<file path="config.mk">
export PLATFORM = sky130hd
export DESIGN_NAME = sobel_edge_stream
export DESIGN_NICKNAME = d
export VERILOG_FILES = /design/src/rtl/sobel_pkg.sv /design/src/rtl/sobel_linebuf.sv /design/src/rtl/sobel_window.sv /design/src/rtl/sobel_raster.sv /design/src/rtl/sobel_edge_stream.sv
export SDC_FILE = /design/constraint.sdc
export NUM_CORES = 1
export LEC_CHECK = 0
export BUFFER_PORTS_ARGS = -buffer_cell sky130_fd_sc_hd__buf_2
export CAP_MARGIN = 20
export CORE_AREA = 5 5 160 162
export DETAILED_ROUTE_END_ITERATION = 8
export DIE_AREA = 0 0 165 167
export GPL_TIMING_DRIVEN = 0
export HOLD_SLACK_MARGIN = 0.05
export PLACE_DENSITY = 0.87
export SKIP_LAST_GASP = 1
export SYNTH_ARGS = -nofsm -noshare
export SYNTH_HDL_FRONTEND = slang
export SYNTH_SLANG_ARGS = --single-unit
</file>
<file path="constraint.sdc">
create_clock -name clk -period 10.6 [get_ports clk]
set_input_delay 0.53 -clock clk [delete_from_list [all_inputs] [get_ports clk]]
set_output_delay 0.53 -clock clk [all_outputs]
set_load 0.05 [all_outputs]
</file>
<file path="src/rtl/sobel_pkg.sv">
package sobel_pkg;

    parameter int PIX_W   = 8;
    localparam int PIX_MAX = (1 << PIX_W) - 1;

    typedef logic [PIX_W-1:0] pix_t;

    // 3x3 neighbourhood: index [row][col], row 0 is the oldest row,
    // col 2 is the most recently arrived column.
    typedef pix_t [2:0][2:0] win_t;

    // One column of three vertically adjacent pixels, [0] = top.
    typedef pix_t [2:0] col3_t;

    function automatic pix_t grad_mag(input win_t w);
        int gx;
        int gy;
        int s;
        gx = int'(w[0][2]) + 2 * int'(w[1][2]) + int'(w[2][2])
           - int'(w[0][0]) - 2 * int'(w[1][0]) - int'(w[2][0]);
        gy = int'(w[2][0]) + 2 * int'(w[2][1]) + int'(w[2][2])
           - int'(w[0][0]) - 2 * int'(w[0][1]) - int'(w[0][2]);
        if (gx < 0) gx = -gx;
        if (gy < 0) gy = -gy;
        s = gx + gy;
        if (s > PIX_MAX) s = PIX_MAX;
        return pix_t'(s);
    endfunction

endpackage

</file>
<file path="src/rtl/sobel_linebuf.sv">
module sobel_linebuf #(
    parameter int IMG_W = 8,
    localparam int COL_W = (IMG_W > 1) ? $clog2(IMG_W) : 1
) (
    input  logic                clk,
    input  logic                shift,
    input  logic [COL_W-1:0]    col,
    input  sobel_pkg::pix_t     din,
    output sobel_pkg::pix_t     dout
);
    import sobel_pkg::*;

    pix_t row_mem [IMG_W];

    // Read happens before the write of the same strobe, so dout is the
    // pixel one row above the incoming one.
    assign dout = row_mem[col];

    always_ff @(posedge clk) begin
        if (shift) begin
            row_mem[col] <= din;
        end
    end

endmodule

</file>
<file path="src/rtl/sobel_window.sv">
module sobel_window (
    input  logic              clk,
    input  logic              rst,
    input  logic              clr,
    input  logic              shift,
    input  sobel_pkg::col3_t  col_in,
    output sobel_pkg::win_t   win
);
    import sobel_pkg::*;

    for (genvar r = 0; r < 3; r++) begin : g_row
        always_ff @(posedge clk) begin
            if (rst || clr) begin
                win[r] <= '0;
            end else if (shift) begin
                win[r][0] <= win[r][1];
                win[r][1] <= win[r][2];
                win[r][2] <= col_in[r];
            end
        end
    end

    // the neighbourhood only moves on an accepted strobe
    a_r2_window_holds: assert property (@(posedge clk) disable iff (rst)
        (!shift && !clr) |=> $stable(win));

endmodule

</file>
<file path="src/rtl/sobel_raster.sv">
module sobel_raster #(
    parameter int IMG_W = 8,
    parameter int IMG_H = 6,
    localparam int COL_W  = (IMG_W > 1) ? $clog2(IMG_W) : 1,
    localparam int ROW_W  = (IMG_H > 1) ? $clog2(IMG_H) : 1,
    localparam int ADDR_W = $clog2(IMG_W * IMG_H),
    localparam int FL_W   = $clog2(IMG_W + 2)
) (
    input  logic               clk,
    input  logic               rst,
    input  logic               frame_start,
    input  logic               pix_valid,
    output logic               shift,
    output logic [COL_W-1:0]   col,
    output logic               s1_valid,
    output logic               s1_zero,
    output logic [ADDR_W-1:0]  s1_addr
);
    localparam logic [COL_W-1:0] COL_LAST = COL_W'(IMG_W - 1);
    localparam logic [ROW_W-1:0] ROW_LAST = ROW_W'(IMG_H - 1);
    localparam logic [ROW_W-1:0] ROW_ONE  = ROW_W'(1);
    localparam logic [ROW_W-1:0] ROW_TWO  = ROW_W'(2);
    localparam logic [FL_W-1:0]  FL_INIT  = FL_W'(IMG_W + 1);
    localparam logic [FL_W-1:0]  FL_ONE   = FL_W'(1);

    logic [ROW_W-1:0]  in_row;
    logic [COL_W-1:0]  in_col;
    logic [ROW_W-1:0]  cen_row;
    logic [COL_W-1:0]  cen_col;
    logic [ADDR_W-1:0] cen_addr;
    logic              done;
    logic              flushing;
    logic [FL_W-1:0]   fl_left;

    logic accept;
    logic last_in;
    logic lag_ok;
    logic emit;
    logic cen_border;

    assign accept     = pix_valid && !done && !frame_start;
    assign last_in    = (in_row == ROW_LAST) && (in_col == COL_LAST);
    assign lag_ok     = (in_row >= ROW_TWO) || ((in_row == ROW_ONE) && (in_col != '0));
    assign emit       = (accept && lag_ok) || (flushing && fl_left != '0);
    assign cen_border = (cen_row == '0) || (cen_row == ROW_LAST)
                     || (cen_col == '0) || (cen_col == COL_LAST);

    assign shift = accept;
    assign col   = in_col;

    always_ff @(posedge clk) begin
        if (rst || frame_start) begin
            in_row   <= '0;
            in_col   <= '0;
            cen_row  <= '0;
            cen_col  <= '0;
            cen_addr <= '0;
            done     <= 1'b0;
            flushing <= 1'b0;
            fl_left  <= '0;
            s1_valid <= 1'b0;
            s1_zero  <= 1'b0;
            s1_addr  <= '0;
        end else begin
            s1_valid <= emit;
            if (emit) begin
                s1_zero  <= cen_border;
                s1_addr  <= cen_addr;
                cen_addr <= cen_addr + 1'b1;
                if (cen_col == COL_LAST) begin
                    cen_col <= '0;
                    cen_row <= cen_row + 1'b1;
                end else begin
                    cen_col <= cen_col + 1'b1;
                end
            end
            if (accept) begin
                if (last_in) begin
                    in_row   <= '0;
                    in_col   <= '0;
                    done     <= 1'b1;
                    flushing <= 1'b1;
                    fl_left  <= FL_INIT;
                end else if (in_col == COL_LAST) begin
                    in_col <= '0;
                    in_row <= in_row + 1'b1;
                end else begin
                    in_col <= in_col + 1'b1;
                end
            end
            if (flushing && fl_left != '0) begin
                fl_left <= fl_left - 1'b1;
                if (fl_left == FL_ONE) flushing <= 1'b0;
            end
        end
    end

    // while flushing, one result issues every cycle
    a_r7_flush_every_cycle: assert property (@(posedge clk) disable iff (rst)
        (flushing && !frame_start) |=> s1_valid);

    // a finished frame issues nothing more
    a_r8_quiet_after_frame: assert property (@(posedge clk) disable iff (rst)
        (done && !flushing && !frame_start) |=> !s1_valid);

    // flush results are all border pixels
    a_r4_flush_is_border: assert property (@(posedge clk) disable iff (rst)
        (flushing && !frame_start) |=> s1_zero);

endmodule

</file>
<file path="src/rtl/sobel_edge_stream.sv">
module sobel_edge_stream #(
    parameter int IMG_W = 8,
    parameter int IMG_H = 6,
    localparam int COL_W  = (IMG_W > 1) ? $clog2(IMG_W) : 1,
    localparam int ADDR_W = $clog2(IMG_W * IMG_H)
) (
    input  logic                         clk,
    input  logic                         rst,
    input  logic                         frame_start,
    input  logic                         pix_valid,
    input  logic [sobel_pkg::PIX_W-1:0]  pix_data,
    output logic                         wr_en,
    output logic [ADDR_W-1:0]            wr_addr,
    output logic [sobel_pkg::PIX_W-1:0]  wr_data
);
    import sobel_pkg::*;

    logic              shift;
    logic [COL_W-1:0]  col;
    logic              s1_valid;
    logic              s1_zero;
    logic [ADDR_W-1:0] s1_addr;
    win_t              win;
    col3_t             col_vec;
    pix_t              taps [3];

    sobel_raster #(.IMG_W(IMG_W), .IMG_H(IMG_H)) u_raster (
        .clk         (clk),
        .rst         (rst),
        .frame_start (frame_start),
        .pix_valid   (pix_valid),
        .shift       (shift),
        .col         (col),
        .s1_valid    (s1_valid),
        .s1_zero     (s1_zero),
        .s1_addr     (s1_addr)
    );

    // taps[0] = incoming row, taps[1] = one row up, taps[2] = two rows up
    assign taps[0] = pix_data;

    for (genvar g = 0; g < 2; g++) begin : g_line
        sobel_linebuf #(.IMG_W(IMG_W)) u_lb (
            .clk   (clk),
            .shift (shift),
            .col   (col),
            .din   (taps[g]),
            .dout  (taps[g+1])
        );
    end

    assign col_vec[0] = taps[2];
    assign col_vec[1] = taps[1];
    assign col_vec[2] = taps[0];

    sobel_window u_win (
        .clk    (clk),
        .rst    (rst),
        .clr    (frame_start),
        .shift  (shift),
        .col_in (col_vec),
        .win    (win)
    );

    always_ff @(posedge clk) begin
        if (rst) begin
            wr_en   <= 1'b0;
            wr_addr <= '0;
            wr_data <= '0;
        end else begin
            wr_en <= s1_valid;
            if (s1_valid) begin
                wr_addr <= s1_addr;
                wr_data <= s1_zero ? '0 : grad_mag(win);
            end
        end
    end

    // top image row is always written as zero
    a_r4_top_row_zero: assert property (@(posedge clk) disable iff (rst)
        (wr_en && int'(wr_addr) < IMG_W) |-> (wr_data == '0));

    // addresses stay inside the frame
    a_r5_addr_in_frame: assert property (@(posedge clk) disable iff (rst)
        wr_en |-> (int'(wr_addr) < IMG_W * IMG_H));

    // each write follows an issued result of the previous cycle
    a_r6_write_follows_issue: assert property (@(posedge clk) disable iff (rst)
        s1_valid |=> wr_en);

endmodule

</file>
* After elaboration in Yosys (flattened, before gate mapping)
Memory sizes are Yosys's and may differ from the RTL's. A register that Yosys moved wholly into a read port is not among the register bits.
Index checks and enable logic that the tools add are counted.
** Storage, ports and cells
- ROM bits :: 0
- Register bits after elaboration :: 111
- Input port bits :: 12
- Bits in writable memories :: 128
- Latch bits :: 0
- Memories :: 2
** Memory list
- g_line[0].u_lb.row_mem :: depth 8, bits a word 8, rd ports 1, clocked after Yosys merged registers in 1, write ports 1, line sobel_linebuf.sv:13 : pix_t row_mem [IMG_W];
- g_line[1].u_lb.row_mem :: depth 8, bits a word 8, rd ports 1, clocked after Yosys merged registers in 1, write ports 1, line sobel_linebuf.sv:13
** Operators by class
- $lt $le $gt $ge :: 4
- Bitwise gates (word level) :: 0
- Equality and inequality tests :: 6
- $add $sub $neg :: 19
- Mux-type cells :: 24
- $mul :: 0
- Shifts and indexed selects :: 0
- Div/mod/pow operators :: 0
- Reduce and logical (&&, ||, !) cells :: 25
** Operator list (count)
- $mux 32 :: 6
- $neg 14->32 :: 2
- $add 32x32->32 :: 1
- $gt 32x9->1 const B :: 1
- $lt 14x1->1 const B :: 2
- $sub 13x9->14 :: 2
- $sub 12x10->13 :: 2
- $sub 11x8->12 :: 2
- $add 10x8->11 :: 2
- $mux 3 :: 7
- $add 8x9->10 :: 2
- $mux 8 :: 2
- $add 3x1->3 const B :: 4
- $eq 3x3->1 const B :: 4
- $mux 4 :: 3
- $reduce_and 2->1 :: 4
- $add 6x1->6 const B :: 1
- $logic_and 1x1->1 :: 6
- $logic_not 3->1 :: 2
- $logic_or 1x1->1 :: 6
- $mux 1 :: 6
- $reduce_bool 2->1 :: 3
- $eq 4x1->1 const B :: 1
- $reduce_bool 4->1 :: 1
- 5 further kinds :: 6

* Depth between registers and ports, before layout
Gate-level depths: netlist of the first run.
- Word-level depth :: 13
- Depth in mapped cells :: 36

* Cells and area by module
Synthesis of the first run repeated with hierarchy kept, for this count alone.
** Unflattened totals
- Cell total of the unflattened synthesis :: 1391
- Area, all modules :: 15009.4 µm²
** Modules (own cells, without submodules)
- sobel_edge_stream :: area each 5733.0 µm², cells an instance 733, instances 1
- sobel_linebuf :: area each 2555.0 µm², cells an instance 121, instances 2
- sobel_window :: area each 2645.0 µm², cells an instance 233, instances 1
- sobel_raster :: area each 1521.5 µm², cells an instance 183, instances 1

* Least setup slack after synthesis of the first run
No wires, ideal clock.
- Path kind :: register to register
- Start :: reg u_win.win[1] (netlist name)
- End :: reg wr_data[4] (netlist name)
- Required time :: 10.473 ns
- Buffers on the path :: 2
- Data arrival time :: 7.416 ns
- Setup time :: 0.127 ns
- Path slack :: 3.056 ns
- Cell stages (with the launch flop) :: 36
- Clock period less this slack :: 7.544 ns
- Path through :: dfxtp_1 inv_1 fa_1 inv_1 fa_1 inv_1 ha_1 fa_1 a21o_1 a21oi_1 xnor2_1 fa_1 inv_1 ha_1 nor3_1 nor2_1 and3_1 o21a_1 o21ai_0 nand2b_1 o21a_1 buf_2 a31oi_1 xnor2_1 ha_1 buf_6 nand2_1 nor2_1 a211oi_4 a2bb2o_4 or4_4 nor4_2 nand4_1 nor4_2 a41oi_2 o21bai_1
** Between the ends
- Word-level cells in the longest chain between the ends :: 11
- Elaborated cells on any way between the ends :: 20
** RTL lines
- $sub 11x8->12 (on tied branches) :: line sobel_pkg.sv:20, sobel_pkg.sv:22
- $sub 12x10->13 (on tied branches) :: line sobel_pkg.sv:20, sobel_pkg.sv:22
- $sub 13x9->14 (on tied branches) :: line sobel_pkg.sv:20, sobel_pkg.sv:22
- $neg 14->32, or another cell as far along :: line sobel_pkg.sv:23 : if (gx < 0) gx = -gx;
- $mux 32 (on tied branches) :: line sobel_pkg.sv:23, sobel_pkg.sv:24
- $mux 32 :: line sobel_edge_stream.sv:72 : if (s1_valid) begin
- $mux 32 :: line sobel_edge_stream.sv:66 : if (rst) begin
- $add 32x32->32 (*) :: line sobel_pkg.sv:25 : s = gx + gy;
- $gt 32x9->1 :: line sobel_pkg.sv:26 : if (s > PIX_MAX) s = PIX_MAX;
- $mux 8 (*) :: line sobel_pkg.sv:26
- $mux 8 (*) :: line sobel_edge_stream.sv:74 : wr_data <= s1_zero ? '0 : grad_mag(win);
- to (signal assigned) :: line sobel_edge_stream.sv:74
- to (decl) :: line sobel_edge_stream.sv:14 : output logic [sobel_pkg::PIX_W-1:0] wr_data
Every way passes the cells marked *; elsewhere a longest branch is shown, timed or not. The select of a mux whose other input is x is not followed.
A chain may end at the register's enable or synchronous reset.

* Worst setup path after layout of the first run
- Start :: reg u_win.win[1] (netlist name)
- End :: reg wr_data[2] (netlist name)
** Between the ends
- Word-level cells in the longest chain between the ends :: 11
- Elaborated cells on any way between the ends :: 20
** RTL lines (line)
- $sub 11x8->12 (on tied branches) :: sobel_pkg.sv:20, sobel_pkg.sv:22
- $sub 12x10->13 (on tied branches) :: sobel_pkg.sv:20, sobel_pkg.sv:22
- $sub 13x9->14 (on tied branches) :: sobel_pkg.sv:20, sobel_pkg.sv:22
- $neg 14->32, or another cell as far along :: sobel_pkg.sv:23
- $mux 32 (on tied branches) :: sobel_pkg.sv:23, sobel_pkg.sv:24
- $mux 32 :: sobel_edge_stream.sv:72
- $mux 32 :: sobel_edge_stream.sv:66
- $add 32x32->32 (*) :: sobel_pkg.sv:25
- $gt 32x9->1 :: sobel_pkg.sv:26
- $mux 8 (*) :: sobel_pkg.sv:26
- $mux 8 (*) :: sobel_edge_stream.sv:74
Marked as above.

==> results of run 1 <==
==> metrics by stage <==
step                worst slack, ns  instances  hold slack [ns]  util (%)
floorplan                      3.06       1436            0.432         -
global placement               2.39       1785            0.436      62.6
detailed placement             2.21       1794            0.445      63.2
CTS                            2.20       1835            0.331      66.3
global route                   1.65       1835            0.351      66.3
finish                         2.25       1835            0.343      66.3
==> kinds of logic (layout without fill, tap and decap cells) <==
kind of cell	Yosys count	in the layout	synth area share (%)
and+or+nand+nor	423	423	13.1
DFF	250	250	43.8
adders and majority gates	143	143	14.8
other	1	36	0.0261
AOI/OAI and AO/OA	286	286	12.5
buffers and inverters	168	243	4.47
xor gates and xnor gates	72	72	4.40
muxes	58	58	6.92
==> routing by layer <==
metal / vias to the layer above / global-route usage, % / part of all wire, %
met4: 0 / 9.26 / 4.0
met1: 5176 / 30.2 / 38
met2: 395 / 46.7 / 53
met3: 112 / 2.94 / 5.7
li1: 5094 / - / -
met5: - / 0 / 0
==> layout make-up <==
cell class	instances	area (sq um)
timing repair buffer	34	219
fill	1762	8080
multi-input combinational	1018	7590
clock buffer	28	646
inverter	109	409
tap	324	405
buffer	59	233
clock inverter	13	101
sequential	250	6290
==> layout by cell type (no fill, tap or decap), types with 6 or more instances in the layout <==
master,count
sky130_fd_sc_hd__clkbuf_16,24
sky130_fd_sc_hd__and3_1,7
sky130_fd_sc_hd__buf_1,7
sky130_fd_sc_hd__edfxtp_1,128
sky130_fd_sc_hd__nor2b_1,12
sky130_fd_sc_hd__mux2_2,9
sky130_fd_sc_hd__fa_1,45
sky130_fd_sc_hd__a21o_1,17
sky130_fd_sc_hd__buf_6,6
sky130_fd_sc_hd__mux2i_1,17
sky130_fd_sc_hd__mux4_2,32
sky130_fd_sc_hd__nor3_1,26
sky130_fd_sc_hd__xnor2_1,32
sky130_fd_sc_hd__buf_2,27
sky130_fd_sc_hd__a211oi_1,12
sky130_fd_sc_hd__clkbuf_1,49
sky130_fd_sc_hd__o21bai_1,16
sky130_fd_sc_hd__nand4_1,13
sky130_fd_sc_hd__inv_1,109
sky130_fd_sc_hd__nand2b_1,7
sky130_fd_sc_hd__ha_1,98
sky130_fd_sc_hd__dfxtp_1,122
sky130_fd_sc_hd__nand2_1,191
sky130_fd_sc_hd__nand3_1,10
sky130_fd_sc_hd__nor2_1,115
sky130_fd_sc_hd__o211ai_1,8
sky130_fd_sc_hd__a311oi_1,11
sky130_fd_sc_hd__conb_1,36
sky130_fd_sc_hd__o21ai_0,33
sky130_fd_sc_hd__xor2_1,40
sky130_fd_sc_hd__a21oi_1,137
sky130_fd_sc_hd__o21a_1,10
==> worst max-delay path by stage <==
stage / start / endpoint / slack (ns)
2_1_floorplan: u_win.win[1] / wr_data[4] / 3.06
3_3_place_gp: u_win.win[1] / wr_data[1] / 2.39
3_5_place_dp: u_win.win[1] / wr_data[2] / 2.21
4_1_cts: u_win.win[1] / wr_data[2] / 2.20
5_1_grt: u_win.win[1] / wr_data[2] / 1.65
6_report: u_win.win[1] / wr_data[2] / 2.25
==> cells in the mapped netlist (all sizes together) (7+ instances only) <==
master  instances
mux4           32
clkbuf         49
nor2b          12
nor3           29
nand3          10
a21oi         139
mux2i          17
and3            7
o211ai          8
o21bai         16
a211oi         13
o21a           10
nand2         191
fa             45
mux2            9
dfxtp         122
a311oi         11
buf            10
inv           108
o21ai          35
nor2          116
xnor2          32
nor4            8
nand4          13
ha             98
nand2b          7
xor2           40
edfxtp        128
a21o           17
==> power by group through the flow <==
stage | clock (uW) | combinational [uW] | sequential (uW)
3_5_place_dp | 0 | 1420 | 1050
2_1_floorplan | 0 | 1140 | 1050
6_report | 817 | 1460 | 1030
3_3_place_gp | 0 | 1390 | 1050
5_1_grt | 869 | 1620 | 1030
4_1_cts | 821 | 1430 | 1030
==> worst register-to-register path: cells and delay by family, from the launching register on <==
kind            cells  cell delay [ns]
buf+inv             5             0.51
compound gates     12             2.64
flops               1             0.33
xor+xnor            2             0.40
fa+ha+maj           7             2.71
simple gates        8             1.62
==> registers in the layout, indices dropped and copies added, names as in the netlist, named ones only <==
signal and count:
u_raster.cen_addr 6, u_raster.col 3, u_raster.fl_left 4, wr_addr 6
u_raster.in_row 3, wr_en 1, u_raster.done 1, u_raster.cen_col 3
wr_data 8, u_raster.s1_zero 1, u_raster.s1_addr 6, u_raster.s1_valid 1
u_raster.cen_row 3, u_win.win 72, g_line.u_lb.row_mem 128, u_raster.flushing 1
==> run_summary.xml, run 1 <==
<?xml version="1.0" encoding="UTF-8"?>
<metrics>
  <group name="die">
    <metric name="die-area" unit="sq um">27600</metric>
    <metric name="die_w" unit="microns">165</metric>
    <metric name="placementRows" unit="">57</metric>
    <metric name="floorplan.die.height" unit="microns">167</metric>
    <metric name="design.core.area" unit="sq um">24000</metric>
    <metric name="start_util" unit="%">59.9</metric>
    <metric name="io_pins" unit="">27</metric>
  </group>
  <group name="power_and_ir_drop">
    <metric name="switchingPower" unit="uW">1230</metric>
    <metric name="worst_ir_drop_vdd" unit="uV">263</metric>
    <metric name="power_per_cell_area" unit="nW/um^2">208</metric>
    <metric name="combinationalPowerShare" unit="%">44.2</metric>
    <metric name="share_seq_of_total_power" unit="%">31.1</metric>
    <metric name="netSwitchingFraction" unit="%">37.2</metric>
    <metric name="power.leakage" unit="uW">0.00594</metric>
    <metric name="total_power" unit="uW">3310</metric>
    <metric name="power.clock.fraction" unit="%">24.7</metric>
    <metric name="internal_power" unit="uW">2080</metric>
  </group>
  <group name="min_path">
    <metric name="holdPathEnd" unit="">g_line[0].u_lb.row_mem[4][0]</metric>
    <metric name="timing.hold.worst.start" unit="">pix_data[0]</metric>
    <metric name="holdCritPathClass" unit="">input port to register</metric>
    <metric name="number_of_cells_on_the_worst_hold_path" unit="">1</metric>
  </group>
  <group name="worst_setup_path">
    <metric name="critPathMaxStageDelay" unit="ns">0.53</metric>
    <metric name="cp_num_buf_inv" unit="">5</metric>
    <metric name="worst_path_dominant_cell_family" unit="">adder cells</metric>
    <metric name="timing.critical_path.to_type" unit="">register</metric>
    <metric name="worstReg2RegStart" unit="">u_win.win[1]</metric>
    <metric name="timing.critical_path.fanout_max" unit="">10</metric>
    <metric name="critical-path-top-cell-by-count" unit="">sky130_fd_sc_hd__fa_1</metric>
    <metric name="reg2regPathDepth" unit="">34</metric>
    <metric name="cp_data_arrival_time" unit="ns">8.73</metric>
    <metric name="cp-start-kind" unit="">register</metric>
    <metric name="timing.rr.end" unit="">wr_data[2]</metric>
    <metric name="worst_ep_required_time" unit="ns">10.98</metric>
    <metric name="crit_cells" unit="">34</metric>
    <metric name="setup.worst_path.class" unit="">register to register</metric>
    <metric name="timing.critical_path.slowest_stage_cell" unit="">sky130_fd_sc_hd__fa_1</metric>
    <metric name="rrSetupSlack" unit="ns">2.25</metric>
  </group>
  <group name="yosys">
    <metric name="synth-seq-cells" unit="">250</metric>
    <metric name="syn-cell-area" unit="sq um">14300</metric>
    <metric name="synth_edf_count" unit="">128</metric>
    <metric name="yosysUniqueCellTypes" unit="">69</metric>
    <metric name="prevailing_post_synth_register_cell" unit="">sky130_fd_sc_hd__edfxtp_1</metric>
    <metric name="synth_area_per_cell" unit="sq um">10.2</metric>
    <metric name="synth_sequential_area_ratio" unit="%">43.8</metric>
    <metric name="synthArstFlopShare" unit="%">0</metric>
    <metric name="netlist.top_cell.by_area" unit="">sky130_fd_sc_hd__edfxtp_1</metric>
    <metric name="syn_warnings" unit="">0</metric>
    <metric name="post_synth_inst_count" unit="">1401</metric>
    <metric name="synth_top_cell_area_share" unit="%">26.8</metric>
    <metric name="ys_top_cells_by_area" unit="">sky130_fd_sc_hd__edfxtp_1 27%, sky130_fd_sc_hd__dfxtp_1 17%, sky130_fd_sc_hd__ha_1 8.5%, sky130_fd_sc_hd__fa_1 6.3%, sky130_fd_sc_hd__mux4_2 5.0%</metric>
  </group>
  <group name="sta">
    <metric name="tightestPinTransition" unit="ns">1.02</metric>
    <metric name="slew_violations" unit="">0</metric>
    <metric name="clock-skew-final" unit="ns">0.0121</metric>
    <metric name="finalHoldViolCount" unit="">0</metric>
    <metric name="final-setup-viol-count" unit="">0</metric>
    <metric name="slew_headroom" unit="%">32.2</metric>
    <metric name="rsz_0062_raised_after_global_routing" unit="">false</metric>
    <metric name="maxClockFrequency" unit="MHz">120</metric>
    <metric name="finalSetupTns" unit="ns">0</metric>
    <metric name="finalCriticalPeriod" unit="ns">8.35</metric>
    <metric name="layout_worst_path_cycle_share" unit="%">78.8</metric>
  </group>
  <group name="global_routing">
    <metric name="grt_overflow_total" unit="">0</metric>
    <metric name="grt_antenna_before_repair" unit="">0</metric>
    <metric name="grt_use_total" unit="%">25.4</metric>
    <metric name="grt_first_pass_wirelength" unit="mm">55.9</metric>
    <metric name="largest_net_degree_at_the_start_of_global_routing" unit="">17</metric>
    <metric name="number_of_global_route_vias_before_repair" unit="">10900</metric>
  </group>
  <group name="final_layout">
    <metric name="flow.area_growth_from_synthesis" unit="%">10.7</metric>
    <metric name="final_design_area_no_fill" unit="sq um">15900</metric>
    <metric name="share_of_cells_above_drive_strength_1" unit="%">9.40</metric>
    <metric name="antenna_cells_inserted" unit="">0</metric>
    <metric name="final_net_count" unit="">1650</metric>
  </group>
  <group name="routing">
    <metric name="detail-route-antenna-nets" unit="">0</metric>
    <metric name="drt_pass1_iterations" unit="">5</metric>
    <metric name="num_vias" unit="">10800</metric>
    <metric name="drt-total-wl" unit="mm">35.0</metric>
    <metric name="first_iter_violations" unit="">964</metric>
    <metric name="avgViaCountPerCell" unit="">5.87</metric>
    <metric name="wl_per_cell" unit="microns">19.1</metric>
    <metric name="detail_route.drc_violations" unit="">0</metric>
  </group>
  <group name="placement">
    <metric name="detailed_place_hpwl" unit="mm">25.4</metric>
    <metric name="buffer_ports.inserted" unit="">25</metric>
    <metric name="detailed_place.area" unit="sq um">15100</metric>
    <metric name="finalWeightedCongestion" unit="">0.904</metric>
  </group>
  <group name="clock_network">
    <metric name="cts_tree" unit="">done</metric>
    <metric name="insertion_delay" unit="ns">0.51</metric>
    <metric name="ctsHtreeMaxLevel" unit="">1</metric>
    <metric name="cts.sinks" unit="">250</metric>
    <metric name="cts_inserted_buffers" unit="">23</metric>
    <metric name="number_of_post_cts_setup_repair_buffers" unit="">0</metric>
    <metric name="ctsLongestPathBuffers" unit="">3</metric>
    <metric name="root_buffer" unit="">sky130_fd_sc_hd__clkbuf_16</metric>
    <metric name="cts-resized-gates" unit="">0</metric>
    <metric name="cts_hold_buf" unit="">0</metric>
    <metric name="clk_pin_slew_worst_paths" unit="ns">0.07</metric>
  </group>
  <group name="outcome">
    <metric name="outcome" unit="">finished, final reports clean</metric>
  </group>
  <group name="run">
    <metric name="max_cap_viol_count" unit="">0</metric>
  </group>
</metrics>
(Power assumes the default switching activity.)
==> inputs of run 2 (changes only) <==
--- a/config.mk
+++ b/config.mk
@@ -7,12 +7,12 @@
 export LEC_CHECK = 0
 export BUFFER_PORTS_ARGS = -buffer_cell sky130_fd_sc_hd__buf_2
 export CAP_MARGIN = 20
-export CORE_AREA = 5 5 160 162
+export CORE_AREA = 5 5 164 166
 export DETAILED_ROUTE_END_ITERATION = 8
-export DIE_AREA = 0 0 165 167
+export DIE_AREA = 0 0 169 171
 export GPL_TIMING_DRIVEN = 0
 export HOLD_SLACK_MARGIN = 0.05
-export PLACE_DENSITY = 0.87
+export PLACE_DENSITY = 0.86
 export SKIP_LAST_GASP = 1
 export SYNTH_ARGS = -nofsm -noshare
 export SYNTH_HDL_FRONTEND = slang
==> constraint.sdc (replaced) <==
create_clock -name clk -period 7.4 [get_ports clk]
set_input_delay 0.37 -clock clk [delete_from_list [all_inputs] [get_ports clk]]
set_output_delay 0.37 -clock clk [all_outputs]
set_load 0.05 [all_outputs]
==> run_summary.xml, run 2 (same netlist as run 1, synthesis figures left out) <==
<?xml version="1.0" encoding="UTF-8"?>
<metrics>
  <group name="sta">
    <metric name="final-setup-viol-count" unit="">8</metric>
    <metric name="layout_worst_path_cycle_share" unit="%">105</metric>
    <metric name="finalCriticalPeriod" unit="ns">7.75</metric>
    <metric name="maxClockFrequency" unit="MHz">129</metric>
    <metric name="finalHoldViolCount" unit="">0</metric>
    <metric name="slew_headroom" unit="%">30.3</metric>
    <metric name="clock-skew-final" unit="ns">0.0147</metric>
    <metric name="rsz_0062_raised_after_global_routing" unit="">true</metric>
    <metric name="tightestPinTransition" unit="ns">1.05</metric>
    <metric name="slew_violations" unit="">0</metric>
    <metric name="timing.final.ws_setup" unit="ns">-0.346</metric>
  </group>
  <group name="clock_network">
    <metric name="ctsHtreeMaxLevel" unit="">1</metric>
    <metric name="insertion_delay" unit="ns">0.52</metric>
    <metric name="cts.sinks" unit="">250</metric>
    <metric name="cts_inserted_buffers" unit="">24</metric>
    <metric name="ctsLongestPathBuffers" unit="">3</metric>
    <metric name="root_buffer" unit="">sky130_fd_sc_hd__clkbuf_16</metric>
    <metric name="clk_pin_slew_worst_paths" unit="ns">0.07</metric>
    <metric name="cts_tree" unit="">done</metric>
    <metric name="cts_hold_buf" unit="">0</metric>
  </group>
  <group name="outcome">
    <metric name="outcome" unit="">finished, violations left</metric>
    <metric name="violations" unit="">setup timing</metric>
  </group>
  <group name="routing">
    <metric name="wl_per_cell" unit="microns">19.5</metric>
    <metric name="avgViaCountPerCell" unit="">5.93</metric>
    <metric name="first_iter_violations" unit="">913</metric>
    <metric name="num_vias" unit="">11100</metric>
    <metric name="detail-route-antenna-nets" unit="">0</metric>
    <metric name="drt_pass1_iterations" unit="">6</metric>
    <metric name="detail_route.drc_violations" unit="">0</metric>
    <metric name="drt-total-wl" unit="mm">36.6</metric>
  </group>
  <group name="placement">
    <metric name="finalWeightedCongestion" unit="">0.916</metric>
    <metric name="detailed_place_hpwl" unit="mm">25.9</metric>
    <metric name="buffer_ports.inserted" unit="">25</metric>
    <metric name="dpl.cell_count" unit="">1805</metric>
    <metric name="place_worst_setup_slack" unit="ns">-0.860</metric>
  </group>
  <group name="final_layout">
    <metric name="flow.area_growth_from_synthesis" unit="%">15.7</metric>
    <metric name="layout_commonest_cell" unit="">sky130_fd_sc_hd__nand2_1</metric>
    <metric name="top_reg_by_flops" unit="">g_line.u_lb.row_mem</metric>
    <metric name="layout_common_cells" unit="">190 x sky130_fd_sc_hd__nand2_1, 128 x sky130_fd_sc_hd__edfxtp_1, 120 x sky130_fd_sc_hd__dfxtp_1, 118 x sky130_fd_sc_hd__a21oi_1, 107 x sky130_fd_sc_hd__nor2_1</metric>
    <metric name="largest_register_ff_count" unit="">128</metric>
    <metric name="final_net_count" unit="">1676</metric>
    <metric name="antenna_cells_inserted" unit="">0</metric>
    <metric name="finish.utilization" unit="%">65.2</metric>
    <metric name="final_cell_count_no_fill" unit="">1874</metric>
    <metric name="share_of_cells_above_drive_strength_1" unit="%">15.9</metric>
    <metric name="biggestRegsByFlops" unit="">g_line.u_lb.row_mem (128), u_win.win (72), wr_data (8)</metric>
  </group>
  <group name="min_path">
    <metric name="number_of_cells_on_the_worst_hold_path" unit="">1</metric>
    <metric name="holdPathEnd" unit="">g_line[0].u_lb.row_mem[4][0]</metric>
    <metric name="timing.hold.worst.start" unit="">pix_data[0]</metric>
    <metric name="holdCritPathClass" unit="">input port to register</metric>
  </group>
  <group name="global_routing">
    <metric name="largest_net_degree_at_the_start_of_global_routing" unit="">17</metric>
    <metric name="grt_overflow_total" unit="">0</metric>
    <metric name="grt_first_pass_wirelength" unit="mm">57.0</metric>
    <metric name="grt_antenna_before_repair" unit="">0</metric>
    <metric name="grt_use_total" unit="%">24.6</metric>
    <metric name="number_of_global_route_vias_before_repair" unit="">11300</metric>
  </group>
  <group name="worst_setup_path">
    <metric name="critPathMaxStageDelay" unit="ns">0.54</metric>
    <metric name="timing.critical_path.slowest_stage_cell" unit="">sky130_fd_sc_hd__fa_1</metric>
    <metric name="cp_data_arrival_time" unit="ns">8.13</metric>
    <metric name="reg2regPathDepth" unit="">33</metric>
    <metric name="timing.critical_path.fanout_max" unit="">8</metric>
    <metric name="timing.rr.end" unit="">wr_data[7]</metric>
    <metric name="setup.worst_path.class" unit="">register to register</metric>
    <metric name="cp-start-kind" unit="">register</metric>
    <metric name="rrSetupSlack" unit="ns">-0.35</metric>
    <metric name="crit_path_start" unit="">u_win.win[56]</metric>
    <metric name="worstReg2RegStart" unit="">u_win.win[56]</metric>
    <metric name="worst_ep_required_time" unit="ns">7.78</metric>
    <metric name="timing.critical_path.to_type" unit="">register</metric>
  </group>
  <group name="die">
    <metric name="design.core.area" unit="sq um">25500</metric>
    <metric name="die_w" unit="microns">169</metric>
    <metric name="die-area" unit="sq um">28900</metric>
    <metric name="io_pins" unit="">27</metric>
    <metric name="placementRows" unit="">59</metric>
    <metric name="start_util" unit="%">56.3</metric>
    <metric name="floorplan.die.height" unit="microns">171</metric>
  </group>
  <group name="run">
    <metric name="max_cap_viol_count" unit="">0</metric>
  </group>
  <group name="power_and_ir_drop">
    <metric name="power.leakage" unit="uW">0.00616</metric>
    <metric name="worst_ir_drop_vdd" unit="uV">347</metric>
    <metric name="power_per_cell_area" unit="nW/um^2">323</metric>
  </group>
</metrics>
run 2: cell count changes in the layout (fill, tap and decap cells not counted), sizes merged:
cell	delta
buf	+31
bufinv	+1
clkbuf	-2
clkinv	-2
run 2: per-layer routing:
layer	global-route usage, %	vias up	wire length [microns]
met3	2.82	124	1790
met4	11.3	0	1730
met5	0	-	0
met2	46.8	435	19700
met1	27.6	5418	13300
li1	-	5143	-
run 2: cell type report:
cell class,count,area [sq um]
timing repair buffer,64,453
multi-input combinational,1018,8010
buffer,54,223
tap,335,419
inverter,109,409
sequential,250,6290
clock buffer,32,684
fill,1780,8870
clock inverter,12,115
run 2: through the flow:
step / area, sq um / power [uW] / setup TNS, ns / hold slack [ns]
5_1_grt: 16600 / 5630 / -5.32 / 0.169
6_report: 16600 / 5370 / -2.69 / 0.168
3_5_place_dp: 15200 / 3520 / -6.81 / 0.442
3_3_place_gp: 15000 / 3480 / -6.01 / 0.436
4_1_cts: 16300 / 4970 / -2.44 / 0.157
2_1_floorplan: 14500 / 3140 / 0 / 0.432
run 2: worst max-delay path by stage:
| stage | to | slack (ns) |
|---|---|---|
| 2_1_floorplan | wr_data[4] | 0.02 |
| 3_3_place_gp | wr_data[6] | -0.75 |
| 3_5_place_dp | wr_data[6] | -0.86 |
| 4_1_cts | wr_data[6] | -0.32 |
| 5_1_grt | wr_data[5] | -0.68 |
| 6_report | wr_data[7] | -0.35 |
run 2: what timing repair did:
| item | CTS | global route |
|---|---|---|
| hold endpoints to repair | 0 | 0 |
| endpoints found under the setup margin | 8 | 8 |
| resized for setup | 46 | 51 |
| buffers inserted | 16 | 14 |
| pin swaps | 30 | 41 |
| cloned | 0 | 1 |
run 2: where the power goes:
group          internal (uW)  total [uW]  switching, uW
Combinational           1180        2660           1480
Sequential              1460        1470           9.28
Clock                    721        1230            510
Total                   3360        5370           2000
run 2: critical path, delay by kind of cell, from the launching register on:
kind,cells,cell delay (ns)
AO/OA/AOI/OAI,13,2.79
adder cells (fa/ha/maj),7,2.53
AND/OR/NAND/NOR,6,1.05
buffers and inverters,4,0.37
flip-flops,1,0.34
multiplexers,1,0.26
XOR/XNOR,2,0.25
